--- src/rtl/ir_rl_pkg.sv ---
package ir_rl_pkg;
  localparam int NOISE_W = 6;
  localparam int IDLE_W  = 8;
  localparam int LEN_W   = 7;
  localparam int SYM_W   = LEN_W + 1;
  localparam logic [LEN_W-1:0] LEN_MAX = '1;

  function automatic logic [SYM_W-1:0] pack_sym(input logic lvl, input logic [LEN_W-1:0] len_m1);
    return {lvl, len_m1};
  endfunction

  // true when the sample now seen completes the required persistence
  function automatic logic noise_settled(input logic [NOISE_W-1:0] pend,
                                         input logic [NOISE_W-1:0] thr);
    return ({1'b0, pend} + 1'b1) >= {1'b0, thr};
  endfunction

  // chunk index that closes the packet: completed chunks equal threshold
  function automatic logic idle_reached(input logic [IDLE_W:0] chunks,
                                        input logic [IDLE_W-1:0] thr);
    return chunks == {1'b0, thr};
  endfunction
endpackage

--- src/rtl/ir_tick_gen.sv ---
module ir_tick_gen #(
  parameter int DIV = 64
) (
  input  logic clk,
  input  logic rst_n,
  input  logic en,
  output logic tick
);
  localparam int CW = (DIV > 1) ? $clog2(DIV) : 1;
  localparam logic [CW-1:0] LAST = CW'(DIV - 1);

  logic [CW-1:0] cnt_q;
  logic at_last;
  assign at_last = (cnt_q == LAST);

  always_ff @(posedge clk or negedge rst_n) begin
    if (!rst_n)                cnt_q <= '0;
    else if (!en || at_last)   cnt_q <= '0;
    else                       cnt_q <= cnt_q + 1'b1;
  end

  assign tick = en && at_last;

  generate
    if (DIV > 1) begin : g_spacing
      AST_TICK_SPACING: assert property (@(posedge clk) disable iff (!rst_n)
        tick |=> !tick);
    end
  endgenerate
endmodule

--- src/rtl/ir_sync2.sv ---
module ir_sync2 (
  input  logic clk,
  input  logic rst_n,
  input  logic d,
  output logic q
);
  logic s1_q, s2_q;
  always_ff @(posedge clk or negedge rst_n) begin
    if (!rst_n) begin
      s1_q <= 1'b0;
      s2_q <= 1'b0;
    end else begin
      s1_q <= d;
      s2_q <= s1_q;
    end
  end
  assign q = s2_q;
endmodule

--- src/rtl/ir_glitch_filter.sv ---
module ir_glitch_filter
  import ir_rl_pkg::*;
(
  input  logic               clk,
  input  logic               rst_n,
  input  logic               en,
  input  logic               tick,
  input  logic               lvl_in,
  input  logic [NOISE_W-1:0] thr,
  output logic               filt,
  output logic               flip
);
  logic               filt_q;
  logic [NOISE_W-1:0] pend_q;
  logic               differs, settle;

  assign differs = (lvl_in != filt_q);
  assign settle  = noise_settled(pend_q, thr);
  assign flip    = tick && differs && settle;
  assign filt    = filt_q;

  always_ff @(posedge clk or negedge rst_n) begin
    if (!rst_n) begin
      filt_q <= 1'b0;
      pend_q <= '0;
    end else if (!en) begin
      filt_q <= 1'b0;
      pend_q <= '0;
    end else if (tick) begin
      if (!differs) begin
        pend_q <= '0;
      end else if (settle) begin
        filt_q <= lvl_in;
        pend_q <= '0;
      end else begin
        pend_q <= pend_q + 1'b1;
      end
    end
  end

  AST_FILT_ONLY_ON_TICK: assert property (@(posedge clk) disable iff (!rst_n)
    ($past(en) && en && !$past(tick)) |-> $stable(filt_q));
endmodule

--- src/rtl/ir_run_encoder.sv ---
module ir_run_encoder
  import ir_rl_pkg::*;
(
  input  logic              clk,
  input  logic              rst_n,
  input  logic              en,
  input  logic              tick,
  input  logic              filt,
  input  logic              flip,
  input  logic [IDLE_W-1:0] idle_thr,
  output logic [SYM_W-1:0]  sym_data,
  output logic              sym_valid,
  output logic              pkt_end
);
  logic [LEN_W-1:0] len_q;
  logic [IDLE_W:0]  chunk_q;
  logic             idle_q;
  logic [SYM_W-1:0] sym_q;
  logic             vld_q, pe_q;

  // named internal events
  logic chunk_wrap, idle_hit;
  assign chunk_wrap = tick && !flip && !idle_q && (len_q == LEN_MAX);
  assign idle_hit   = chunk_wrap && !filt && idle_reached(chunk_q, idle_thr);

  always_ff @(posedge clk or negedge rst_n) begin
    if (!rst_n) begin
      len_q <= '0; chunk_q <= '0; idle_q <= 1'b1;
      sym_q <= '0; vld_q <= 1'b0; pe_q <= 1'b0;
    end else if (!en) begin
      len_q <= '0; chunk_q <= '0; idle_q <= 1'b1;
      vld_q <= 1'b0; pe_q <= 1'b0;
    end else begin
      vld_q <= 1'b0;
      pe_q  <= 1'b0;
      if (tick) begin
        if (flip) begin
          if (!idle_q) begin
            vld_q <= 1'b1;
            sym_q <= pack_sym(filt, len_q);
          end
          len_q   <= '0;
          chunk_q <= '0;
          idle_q  <= 1'b0;
        end else if (chunk_wrap) begin
          vld_q <= 1'b1;
          sym_q <= pack_sym(filt, LEN_MAX);
          len_q <= '0;
          if (!filt) chunk_q <= chunk_q + 1'b1;
          if (idle_hit) begin
            pe_q   <= 1'b1;
            idle_q <= 1'b1;
          end
        end else if (!idle_q) begin
          len_q <= len_q + 1'b1;
        end
      end
    end
  end

  assign sym_data  = sym_q;
  assign sym_valid = vld_q;
  assign pkt_end   = pe_q;

  AST_NO_SPACE_WHILE_IDLE: assert property (@(posedge clk) disable iff (!rst_n)
    sym_valid |-> !$past(idle_q));
  AST_IDLE_AFTER_END: assert property (@(posedge clk) disable iff (!rst_n)
    (pkt_end && en) |=> !sym_valid);
endmodule

--- src/rtl/ir_runlen_sampler.sv ---
module ir_runlen_sampler
  import ir_rl_pkg::*;
#(
  parameter int SAMPLE_DIV = 64
) (
  input  logic               clk,
  input  logic               rst_n,
  input  logic               glb_en,
  input  logic               rx_en,
  input  logic               pol_inv,
  input  logic [NOISE_W-1:0] noise_thr,
  input  logic [IDLE_W-1:0]  idle_thr,
  input  logic               ir_pin,
  output logic [SYM_W-1:0]   sym_data,
  output logic               sym_valid,
  output logic               pkt_end
);
  logic run_en, tick, pin_s, lvl, filt, flip;
  assign run_en = glb_en && rx_en;

  ir_sync2 u_sync (.clk(clk), .rst_n(rst_n), .d(ir_pin), .q(pin_s));
  assign lvl = pin_s ^ pol_inv;

  ir_tick_gen #(.DIV(SAMPLE_DIV)) u_tick (
    .clk(clk), .rst_n(rst_n), .en(run_en), .tick(tick));

  ir_glitch_filter u_filt (
    .clk(clk), .rst_n(rst_n), .en(run_en), .tick(tick),
    .lvl_in(lvl), .thr(noise_thr), .filt(filt), .flip(flip));

  ir_run_encoder u_enc (
    .clk(clk), .rst_n(rst_n), .en(run_en), .tick(tick),
    .filt(filt), .flip(flip), .idle_thr(idle_thr),
    .sym_data(sym_data), .sym_valid(sym_valid), .pkt_end(pkt_end));

  AST_SYM_AFTER_TICK: assert property (@(posedge clk) disable iff (!rst_n)
    (sym_valid || pkt_end) |-> $past(tick));
  AST_QUIET_WHEN_OFF: assert property (@(posedge clk) disable iff (!rst_n)
    !$past(run_en) |-> (!sym_valid && !pkt_end));
  AST_PKT_END_SINGLE: assert property (@(posedge clk) disable iff (!rst_n)
    pkt_end |=> !pkt_end);
endmodule

--- config.mk ---
export PLATFORM = sky130hd
export DESIGN_NAME = ir_runlen_sampler
export DESIGN_NICKNAME = d
export VERILOG_FILES = /design/src/rtl/ir_rl_pkg.sv /design/src/rtl/ir_tick_gen.sv /design/src/rtl/ir_sync2.sv /design/src/rtl/ir_glitch_filter.sv /design/src/rtl/ir_run_encoder.sv /design/src/rtl/ir_runlen_sampler.sv
export SDC_FILE = /design/constraint.sdc
export NUM_CORES = 1
export LEC_CHECK = 0
export BUFFER_PORTS_ARGS = -buffer_cell sky130_fd_sc_hd__buf_2
export CAP_MARGIN = 15
export CORE_UTILIZATION = 40
export CTS_BUF_LIST = sky130_fd_sc_hd__clkbuf_8
export CTS_CLUSTER_DIAMETER = 100
export CTS_CLUSTER_SIZE = 25
export DETAILED_ROUTE_END_ITERATION = 6
export PLACE_DENSITY = 0.63
export SLEW_MARGIN = 40
export SYNTH_ARGS = -nofsm -noshare
export SYNTH_HDL_FRONTEND = slang
export SYNTH_HIERARCHICAL = 1
export SYNTH_SLANG_ARGS = --single-unit
--- constraint.sdc ---
create_clock -name clk -period 4.2 [get_ports clk]
set_input_delay 0 -clock clk [delete_from_list [all_inputs] [get_ports clk]]
set_output_delay 0 -clock clk [all_outputs]
set_load 0.03 [all_outputs]
==> results of run 1 <==
-- final cells by class --
class	instances	area share, %
Inverter	15	2.06
Clock buffer	5	2.52
Tap cell	72	3.30
Timing Repair Buffer	34	6.97
Clock inverter	3	1.65
Sequential cell	42	38.6
Multi-Input combinational cell	184	44.9
-- cell families (layout without fill, tap and decap cells) --
family	after synthesis	count (layout)	share of synthesized area, %
compound gates	40	40	10.9
xor+xnor	18	18	6.71
fa+ha+maj	10	10	5.32
buf+inv	19	57	3.09
flops	42	42	44.8
mux	9	9	4.26
simple gates	107	107	25.0
-- power by group through the flow --
| stage | clock network (mW) | registers [mW] | logic [mW] |
|---|---|---|---|
| floorplan | 0 | 0.419 | 0.0212 |
| global placement | 0 | 0.419 | 0.0451 |
| detailed placement | 0 | 0.419 | 0.0458 |
| CTS | 0.337 | 0.411 | 0.0473 |
| global route | 0.352 | 0.411 | 0.0534 |
| finish | 0.325 | 0.411 | 0.0460 |
-- per-layer routing --
metal  part of all wire [%]  track usage (%)
met2                     45             25.1
met3                    4.2             3.60
met4                   0.74             4.44
met5                      0                0
met1                     50             22.7
-- how the worst max path moves through the flow --
| stage | start | endpoint | cells past startpoint |
|---|---|---|---|
| after floorplan | u_filt/pend_q[0] | u_enc/chunk_q[0] | 13 |
| after global placement | u_filt/pend_q[0] | u_enc/chunk_q[0] | 12 |
| after global routing | u_filt/pend_q[0] | u_enc/chunk_q[5] | 12 |
| after detailed placement | u_filt/pend_q[0] | u_enc/chunk_q[0] | 12 |
| final | u_filt/pend_q[0] | u_enc/chunk_q[5] | 12 |
| after CTS | u_filt/pend_q[0] | u_enc/chunk_q[5] | 12 |
-- cells in the mapped netlist, types with 2 or more instances --
cell type   n  area share (%)
nand4_1     5             1.3
nor3_1      3            0.64
nor4_1      3            0.80
nand2b_1   13             3.5
mux2_2      8             3.8
o21ai_0    10             2.1
or4_1       2            0.64
o211ai_1    2            0.64
or3_1      10             2.7
nand4b_1    2            0.75
a21o_1      2            0.64
nand3_1    13             2.8
nor2_1     11             1.8
and2_1      2            0.53
inv_1      14             2.2
or2_2       2            0.53
clkbuf_1    3            0.48
nand3_2     2            0.85
a21oi_1    16             3.4
xor2_1     13             4.8
xnor2_1     5             1.9
dfrtp_1    41              44
and3_1      2            0.53
nand2_1    30             4.8
ha_1       10             5.3
o21ai_1     2            0.43
-- flip-flops by register name, summed over array words and instances (netlist names) --
name / count
u_enc/sym_data: 8
u_enc/sym_valid: 1
u_enc/len_q: 7
u_sync/q: 1
u_enc/idle_q: 1
u_filt/filt: 1
u_tick/cnt_q: 6
u_sync/s1_q: 1
u_enc/pkt_end: 1
u_filt/pend_q: 6
u_enc/chunk_q: 9
-- repair_timing --
item	in CTS	in global routing
hold buffers	2	0
gates resized for setup	0	0
endpoints found under the setup margin	0	0
endpoints found under the hold margin	42	0
-- worst reg2reg max path, delay by kind of cell (launching register included) --
family / cells / cell delay [ns]
fa+ha+maj: 2 / 0.50
compound gates: 4 / 0.63
simple gates: 6 / 2.07
flops: 1 / 0.44
-- stage by stage --
stage / setup WS, ns / hold WS, ns / instance area, um2 / power (mW) / cells
after floorplan: 0.776 / -0.296 / 2350 / 0.440 / 245
after global placement: 0.566 / 0.108 / 2590 / 0.464 / 345
after detailed placement: 0.492 / 0.0302 / 2590 / 0.465 / 345
after CTS: 0.468 / 0.0821 / 2730 / 0.795 / 355
after global routing: 0.248 / 0.0976 / 2730 / 0.817 / 355
final: 0.463 / 0.0918 / 2730 / 0.781 / 355
==> metrics.yaml, run 1 <==
synthesis:
  ys.flop_type: "dfrtp_1"
  ys_ff_latch: 42
  synthArstFlopShare_pct: 100
  syn-num-nets: 275
  synth_cells: 245
  ys_seq_area_share_pct: 44.8
  synth.avg_cell_area_um2: 9.60
  synth-edff-count: 0
  netlist_area_um2: 2350
  synth_cell_type_count: 45
  yosysWarnings: 6
sta:
  relSlewSlack_pct: 65.2
  skew_ns: 0.00983
  setup_viol: 0
  finalSetupTns_ns: 0
  period_share_pct: 89.0
  hold_viol_final: 0
  worst_pin_slew_ns: 0.523
  timing.fmax_mhz: 268
  rsz0062_at_grt: "no"
  min_period_ns: 3.74
  maxSlewViolCount: 0
power_and_ir_drop:
  peakVddDrop_mv: 0.204
  swShare_pct: 23.0
  p_leak_nw: 1.26
  p_int_mw: 0.602
  p_switching_mw: 0.179
  power_frac_comb_pct: 5.9
  seqPwrFrac_pct: 52.5
  pwr-share-clk_pct: 41.6
  p_per_area_nw_per_um2: 286
clocking:
  cts_tree: "yes"
  clk_latency_ns: 0.30
  clk_path_buf_depth: 2
  cts.sinks: 42
  root_buffer: "clkbuf_8"
  clkTransAtPathRegs_ns: 0.09
  post_cts_buffers: 0
  cts_made_buffers: 5
  htreeDepth: 2
global_routing:
  grt_usage_pct: 16.2
  antenna_found_initial: 0
  grt-ovfl-total: 0
  grt_pass1_vias: 1694
  grt_start_max_net_pins: 43
  grt_pass1_wl_mm: 7.87
setup_path:
  cp-start-kind: "flop"
  cpMaxStageDelayCell: "or4b_4"
  required_ns: 4.41
  cp_max_fo: 17
  r2r_setup_slack_ns: 0.46
  crit_chain: "ha_1 -> or2b_1 -> nand2_1 -> ha_1 -> a21o_1 -> a31oi_2 -> o21ai_2 -> and3_1 -> or4b_4 -> or3_1 -> or3_1 -> a21oi_1"
  worst-setup-path-type: "reg -> reg"
  reg2reg_from: "u_filt/pend_q[0]"
  cp.arrival_ns: 3.95
  cp_num_buf_inv: 0
  r2r_end: "u_enc/chunk_q[5]"
  end_kind: "flop"
  rr_worst_depth: 12
  slowest_delay_ns: 0.62
  crit_family: "simple AND/OR/NAND/NOR gates"
finish:
  ff_latch_area_um2: 1050
  mostFrequentLayoutCell: "dfrtp_1"
  multiInputGateArea_um2: 1230
  diodes: 0
  drive_gt1_share_pct: 21.2
  post-route-util_pct: 49.0
  syn_to_final_growth_pct: 16.1
  layout.nets: 312
  fill_cells: 556
  final_cell_mix: "41 x dfrtp_1, 30 x nand2_1, 28 x buf_2, 16 x a21oi_1, 14 x inv_1"
hold_path:
  hp-start: "pol_inv"
  hp-class: "in -> reg"
  min_to: "u_filt/filt"
  whs_path_depth: 3
die:
  dieWidth_um: 78.7
  fp.dieH_um: 78.7
  initial_core_util_pct: 42.2
  rows: 27
  die_area_um2: 6190
  pin_count: 30
  core-area_um2: 5570
drt:
  via_per_inst: 5.22
  wirelength_mm: 4.59
  drtIter0Drc: 137
  firstDrtPassIters: 4
  wl_per_cell_um: 12.9
  drc: 0
  via_count: 1852
  postRouteAntennaNets: 0
placement:
  dp_hpwl_mm: 3.30
  gp_congestion: 0.750
  io_buffers: 29
outcome:
  status: "finished clean"
job:
  drv_cap: 0
(Power assumes the default switching activity.)
==> run 2: changes to the inputs <==
==> constraint.sdc (replaced) <==
create_clock -name clk -period 4.2 [get_ports clk]
set_input_delay 0.42 -clock clk [delete_from_list [all_inputs] [get_ports clk]]
set_output_delay 0.42 -clock clk [all_outputs]
set_load 0.03 [all_outputs]
==> run 2 against run 1 <==
Non-clock buffer count down 2; clock skew is 0.00067 ns higher; register-to-register slack barely moved; critical path type unchanged; largest cell class unchanged.
==> metrics.yaml, run 2 (synthesized netlist as in run 1, its figures left out) <==
setup_path:
  required_ns: 4.41
  end_kind: "flop"
  rr_worst_depth: 12
  r2r_setup_slack_ns: 0.47
  crit_chain: "ha_1 -> or2b_1 -> nand2_1 -> ha_1 -> a21o_1 -> a31oi_2 -> o21ai_2 -> and3_1 -> or4b_4 -> or3_1 -> or3_1 -> a21oi_1"
  slowest_delay_ns: 0.61
  worst-setup-path-type: "reg -> reg"
  cp-start-kind: "flop"
  cp_max_fo: 17
  cpMaxStageDelayCell: "or4b_4"
  reg2reg_from: "u_filt/pend_q[0]"
  r2r_end: "u_enc/chunk_q[5]"
  cp.arrival_ns: 3.95
die:
  dieWidth_um: 78.7
  initial_core_util_pct: 42.2
  pin_count: 30
  die_area_um2: 6190
  fp.dieH_um: 78.7
  core-area_um2: 5570
  rows: 27
clocking:
  clk_latency_ns: 0.30
  cts_tree: "yes"
  post_cts_buffers: 0
  cts-hold-fix-buffers: 0
  ctsResizeCount: 0
  cts.sinks: 42
  clkTransAtPathRegs_ns: 0.09
  htreeDepth: 2
  cts_made_buffers: 5
  root_buffer: "clkbuf_8"
  clk_path_buf_depth: 2
sta:
  min_period_ns: 3.73
  skew_ns: 0.0105
  setup_viol: 0
  worst_pin_slew_ns: 0.526
  finalSetupTns_ns: 0
  maxSlewViolCount: 0
  period_share_pct: 88.9
  setup_slack_ns: 0.468
  relSlewSlack_pct: 65.0
  timing.fmax_mhz: 268
  rsz0062_at_grt: "no"
  hold_viol_final: 0
finish:
  final_cell_mix: "41 x dfrtp_1, 30 x nand2_1, 28 x buf_2, 16 x a21oi_1, 14 x inv_1"
  syn_to_final_growth_pct: 15.2
  largest_reg_flops: 9
  mostFrequentLayoutCell: "dfrtp_1"
  fill_cells: 555
  top_register: "u_enc/chunk_q"
  diodes: 0
  drive_gt1_share_pct: 21.4
  post-route-util_pct: 48.6
  layout.nets: 310
drt:
  postRouteAntennaNets: 0
  wl_per_cell_um: 12.9
  drc: 0
  drtIter0Drc: 102
  via_per_inst: 5.22
  via_count: 1844
  firstDrtPassIters: 4
  wirelength_mm: 4.56
global_routing:
  grt_start_max_net_pins: 43
  antenna_found_initial: 0
  grt_usage_pct: 16.2
  grt-ovfl-total: 0
  grt_pass1_vias: 1680
  grt_pass1_wl_mm: 7.82
hold_path:
  hp-class: "in -> async"
power_and_ir_drop:
  peakVddDrop_mv: 0.205
  p_leak_nw: 1.26
  p_per_area_nw_per_um2: 288
  p_total_mw: 0.780
placement:
  dp_hpwl_mm: 3.30
  gp_congestion: 0.750
  io_buffers: 29
  dp_slack_ns: 0.492
job:
  drv_cap: 0
outcome:
  status: "finished clean"
## run 2: power by group
part / internal (mW) / switching [mW]
clock: 0.177 / 0.148
sequential: 0.408 / 0.00303
combinational: 0.0163 / 0.0281
total: 0.601 / 0.179
## run 2: worst max-delay path: cells and delay by family (launching register included)
family / cells / cell delay, ns
AO/OA/AOI/OAI: 4 / 0.63
adder cells (fa/ha/maj): 2 / 0.50
flip-flops: 1 / 0.44
AND/OR/NAND/NOR: 6 / 2.06
## run 2: final cells by class
class                           instances  area, um2  area share [%]
Multi-Input combinational cell        184       1230            45.3
Sequential cell                        42       1050            38.8
Timing Repair Buffer                   32        170            6.28
Tap cell                               72       90.1            3.33
Clock buffer                            5       68.8            2.54
Inverter                               15       56.3            2.08
Clock inverter                          3       45.0            1.66
## run 2: per-stage QoR
| step | instances | hold slack, ns | area (um2) |
|---|---|---|---|
| finish | 353 | 0.102 | 2710 |
| CTS | 353 | 0.116 | 2710 |
| global route | 353 | 0.136 | 2710 |
| floorplan | 245 | 0.124 | 2350 |
| global placement | 345 | 0.334 | 2590 |
| detailed placement | 345 | 0.339 | 2590 |
## run 2: worst max path at each step
stage | startpoint | end | slack, ns
2_1_floorplan | u_filt/pend_q[0] | u_enc/chunk_q[0] | 0.78
3_3_place_gp | u_filt/pend_q[0] | u_enc/chunk_q[0] | 0.57
3_5_place_dp | u_filt/pend_q[0] | u_enc/chunk_q[0] | 0.49
4_1_cts | u_filt/pend_q[0] | u_enc/chunk_q[5] | 0.47
5_1_grt | u_filt/pend_q[0] | u_enc/chunk_q[5] | 0.25
6_report | u_filt/pend_q[0] | u_enc/chunk_q[5] | 0.47
## run 2: metal layers
layer / vias up / global-route usage [%] / wire [um]
met5: - / 0 / 0
met4: 0 / 4.44 / 31
met3: 5 / 3.60 / 173
met2: 35 / 25.0 / 2020
met1: 881 / 22.6 / 2330
li1: 923 / - / -
==> run 3: changes to the inputs <==
--- a/config.mk
+++ b/config.mk
@@ -5,14 +5,14 @@
 export SDC_FILE = /design/constraint.sdc
 export NUM_CORES = 1
 export LEC_CHECK = 0
-export BUFFER_PORTS_ARGS = -buffer_cell sky130_fd_sc_hd__buf_2
 export CAP_MARGIN = 15
 export CORE_UTILIZATION = 40
 export CTS_BUF_LIST = sky130_fd_sc_hd__clkbuf_8
 export CTS_CLUSTER_DIAMETER = 100
 export CTS_CLUSTER_SIZE = 25
 export DETAILED_ROUTE_END_ITERATION = 6
-export PLACE_DENSITY = 0.63
+export DONT_BUFFER_PORTS = 1
+export PLACE_DENSITY = 0.58
 export SLEW_MARGIN = 40
 export SYNTH_ARGS = -nofsm -noshare
 export SYNTH_HDL_FRONTEND = slang
==> run 3 against run 2 <==
Die area is the same; worst hold slack gained 0.044 ns; flip-flop and latch count is the same; global-route usage grew 0.65 points; power shrank 8.7%; count of clock-buffer cells in the layout is the same; core utilization shrank 2.4 points; via count shrank 7.4%; critical path depth is the same; cell area shrank 4.9%; combinational power shrank 15%; cell count shrank 7.4%; highest routed layer unchanged.
==> metrics.yaml, run 3 (synthesized netlist as in run 1, its figures left out) <==
outcome:
  status: "finished clean"
finish:
  final_cell_mix: "41 x dfrtp_1, 30 x nand2_1, 16 x a21oi_1, 14 x inv_1"
  mostFrequentLayoutCell: "dfrtp_1"
  final_cell_area_um2: 2570
  top_register: "u_enc/chunk_q"
  ff_latch_area_um2: 1050
  fill_cells: 551
  diodes: 0
  syn_to_final_growth_pct: 9.53
  multiInputGateArea_um2: 1230
  drive_gt1_share_pct: 12.9
  largest_reg_flops: 9
  layout.nets: 284
  stdcell_count: 327
  post-route-util_pct: 46.2
clocking:
  root_buffer: "clkbuf_8"
  post_cts_buffers: 0
  clkTransAtPathRegs_ns: 0.09
  cts.sinks: 42
  cts_tree: "yes"
  cts_made_buffers: 5
  clk_path_buf_depth: 2
  clk_latency_ns: 0.29
  htreeDepth: 2
sta:
  timing.fmax_mhz: 285
  whs_ns: 0.146
  skew_ns: 0.00646
  worst_pin_slew_ns: 0.597
  finalSetupTns_ns: 0
  setup_viol: 0
  min_period_ns: 3.50
  relSlewSlack_pct: 59.9
  setup_slack_ns: 0.696
  maxSlewViolCount: 0
  rsz0062_at_grt: "no"
  period_share_pct: 83.4
  hold_viol_final: 0
placement:
  io_buffers: 0
  gp_congestion: 0.743
  placed_area_um2: 2450
  dp_slack_ns: 0.729
  dp_cells: 317
  dp_hpwl_mm: 3.32
power_and_ir_drop:
  p_leak_nw: 1.14
  p_total_mw: 0.712
  p_per_area_nw_per_um2: 277
  peakVddDrop_mv: 0.188
setup_path:
  cpMaxStageDelayCell: "or4b_4"
  slowest_delay_ns: 0.55
  cp.arrival_ns: 3.71
  crit_family: "simple AND/OR/NAND/NOR gates"
  end_kind: "flop"
  cp_max_fo: 7
  cp_num_buf_inv: 0
  crit_path_frequent_cell: "ha_1"
  worst-setup-path-type: "reg -> reg"
  crit_chain: "ha_1 -> or2b_1 -> nand2_1 -> ha_1 -> a21o_1 -> a31oi_2 -> o21ai_2 -> and3_1 -> or4b_4 -> or3_1 -> or4_1 -> o211ai_1"
  cp-start-kind: "flop"
  required_ns: 4.41
die:
  core-area_um2: 5570
  fp.dieH_um: 78.7
  dieWidth_um: 78.7
  rows: 27
  pin_count: 30
  die_area_um2: 6190
  initial_core_util_pct: 42.2
drt:
  via_count: 1708
  firstDrtPassIters: 4
  via_per_inst: 5.22
  wl_per_cell_um: 14.2
  wirelength_mm: 4.64
  drc: 0
  postRouteAntennaNets: 0
  drtIter0Drc: 73
global_routing:
  grt-ovfl-total: 0
  antenna_found_initial: 0
  grt_pass1_wl_mm: 8.05
  grt_pass1_vias: 1659
  grt_usage_pct: 16.8
  grt_start_max_net_pins: 43
job:
  drv_cap: 0
hold_path:
  hp-class: "in -> reg"
## run 3: per-layer routing
metal  vias up  global-route usage (%)  wire length (um)
met3         3                    3.49               201
met1       799                    23.6              2260
met5         -                       0                 0
met4         0                    3.89                20
met2        31                    26.4              2150
li1        875                       -                 -
## run 3: repair_timing
action | in CTS | in global routing
resized for setup | 0 | 0
hold buffers | 2 | 0
hold endpoints to repair | 42 | 0
## run 3: final timing paths
| kind | start | end | slack [ns] | cells past startpoint |
|---|---|---|---|---|
| min | ir_pin | u_sync/s1_q | 0.15 | 0 |
| max in group asynchronous | rst_n | u_enc/idle_q | 3.32 | 2 |
| min in group asynchronous | rst_n | u_filt/pend_q[2] | 0.63 | 2 |
| max reg2reg | u_filt/pend_q[0] | u_enc/chunk_q[0] | 0.70 | 12 |
| min reg2reg | u_sync/s1_q | u_sync/q | 0.37 | 0 |
| max | u_filt/pend_q[0] | u_enc/chunk_q[0] | 0.70 | 12 |
## run 3: area by class of cell
cell class                 instances  area share [%]
clock buffer                       5            2.67
clock inverter                     3           0.826
sequential                        42            40.9
multi-input combinational        184            47.6
inverter                          15            2.19
timing repair buffer               6            2.33
tap                               72            3.50
## run 3: power by group
part	leakage (nW)	internal [mW]	switching, mW
Sequential	0.577	0.407	0.00423
Clock	0.0441	0.117	0.145
Combinational	0.517	0.0125	0.0255
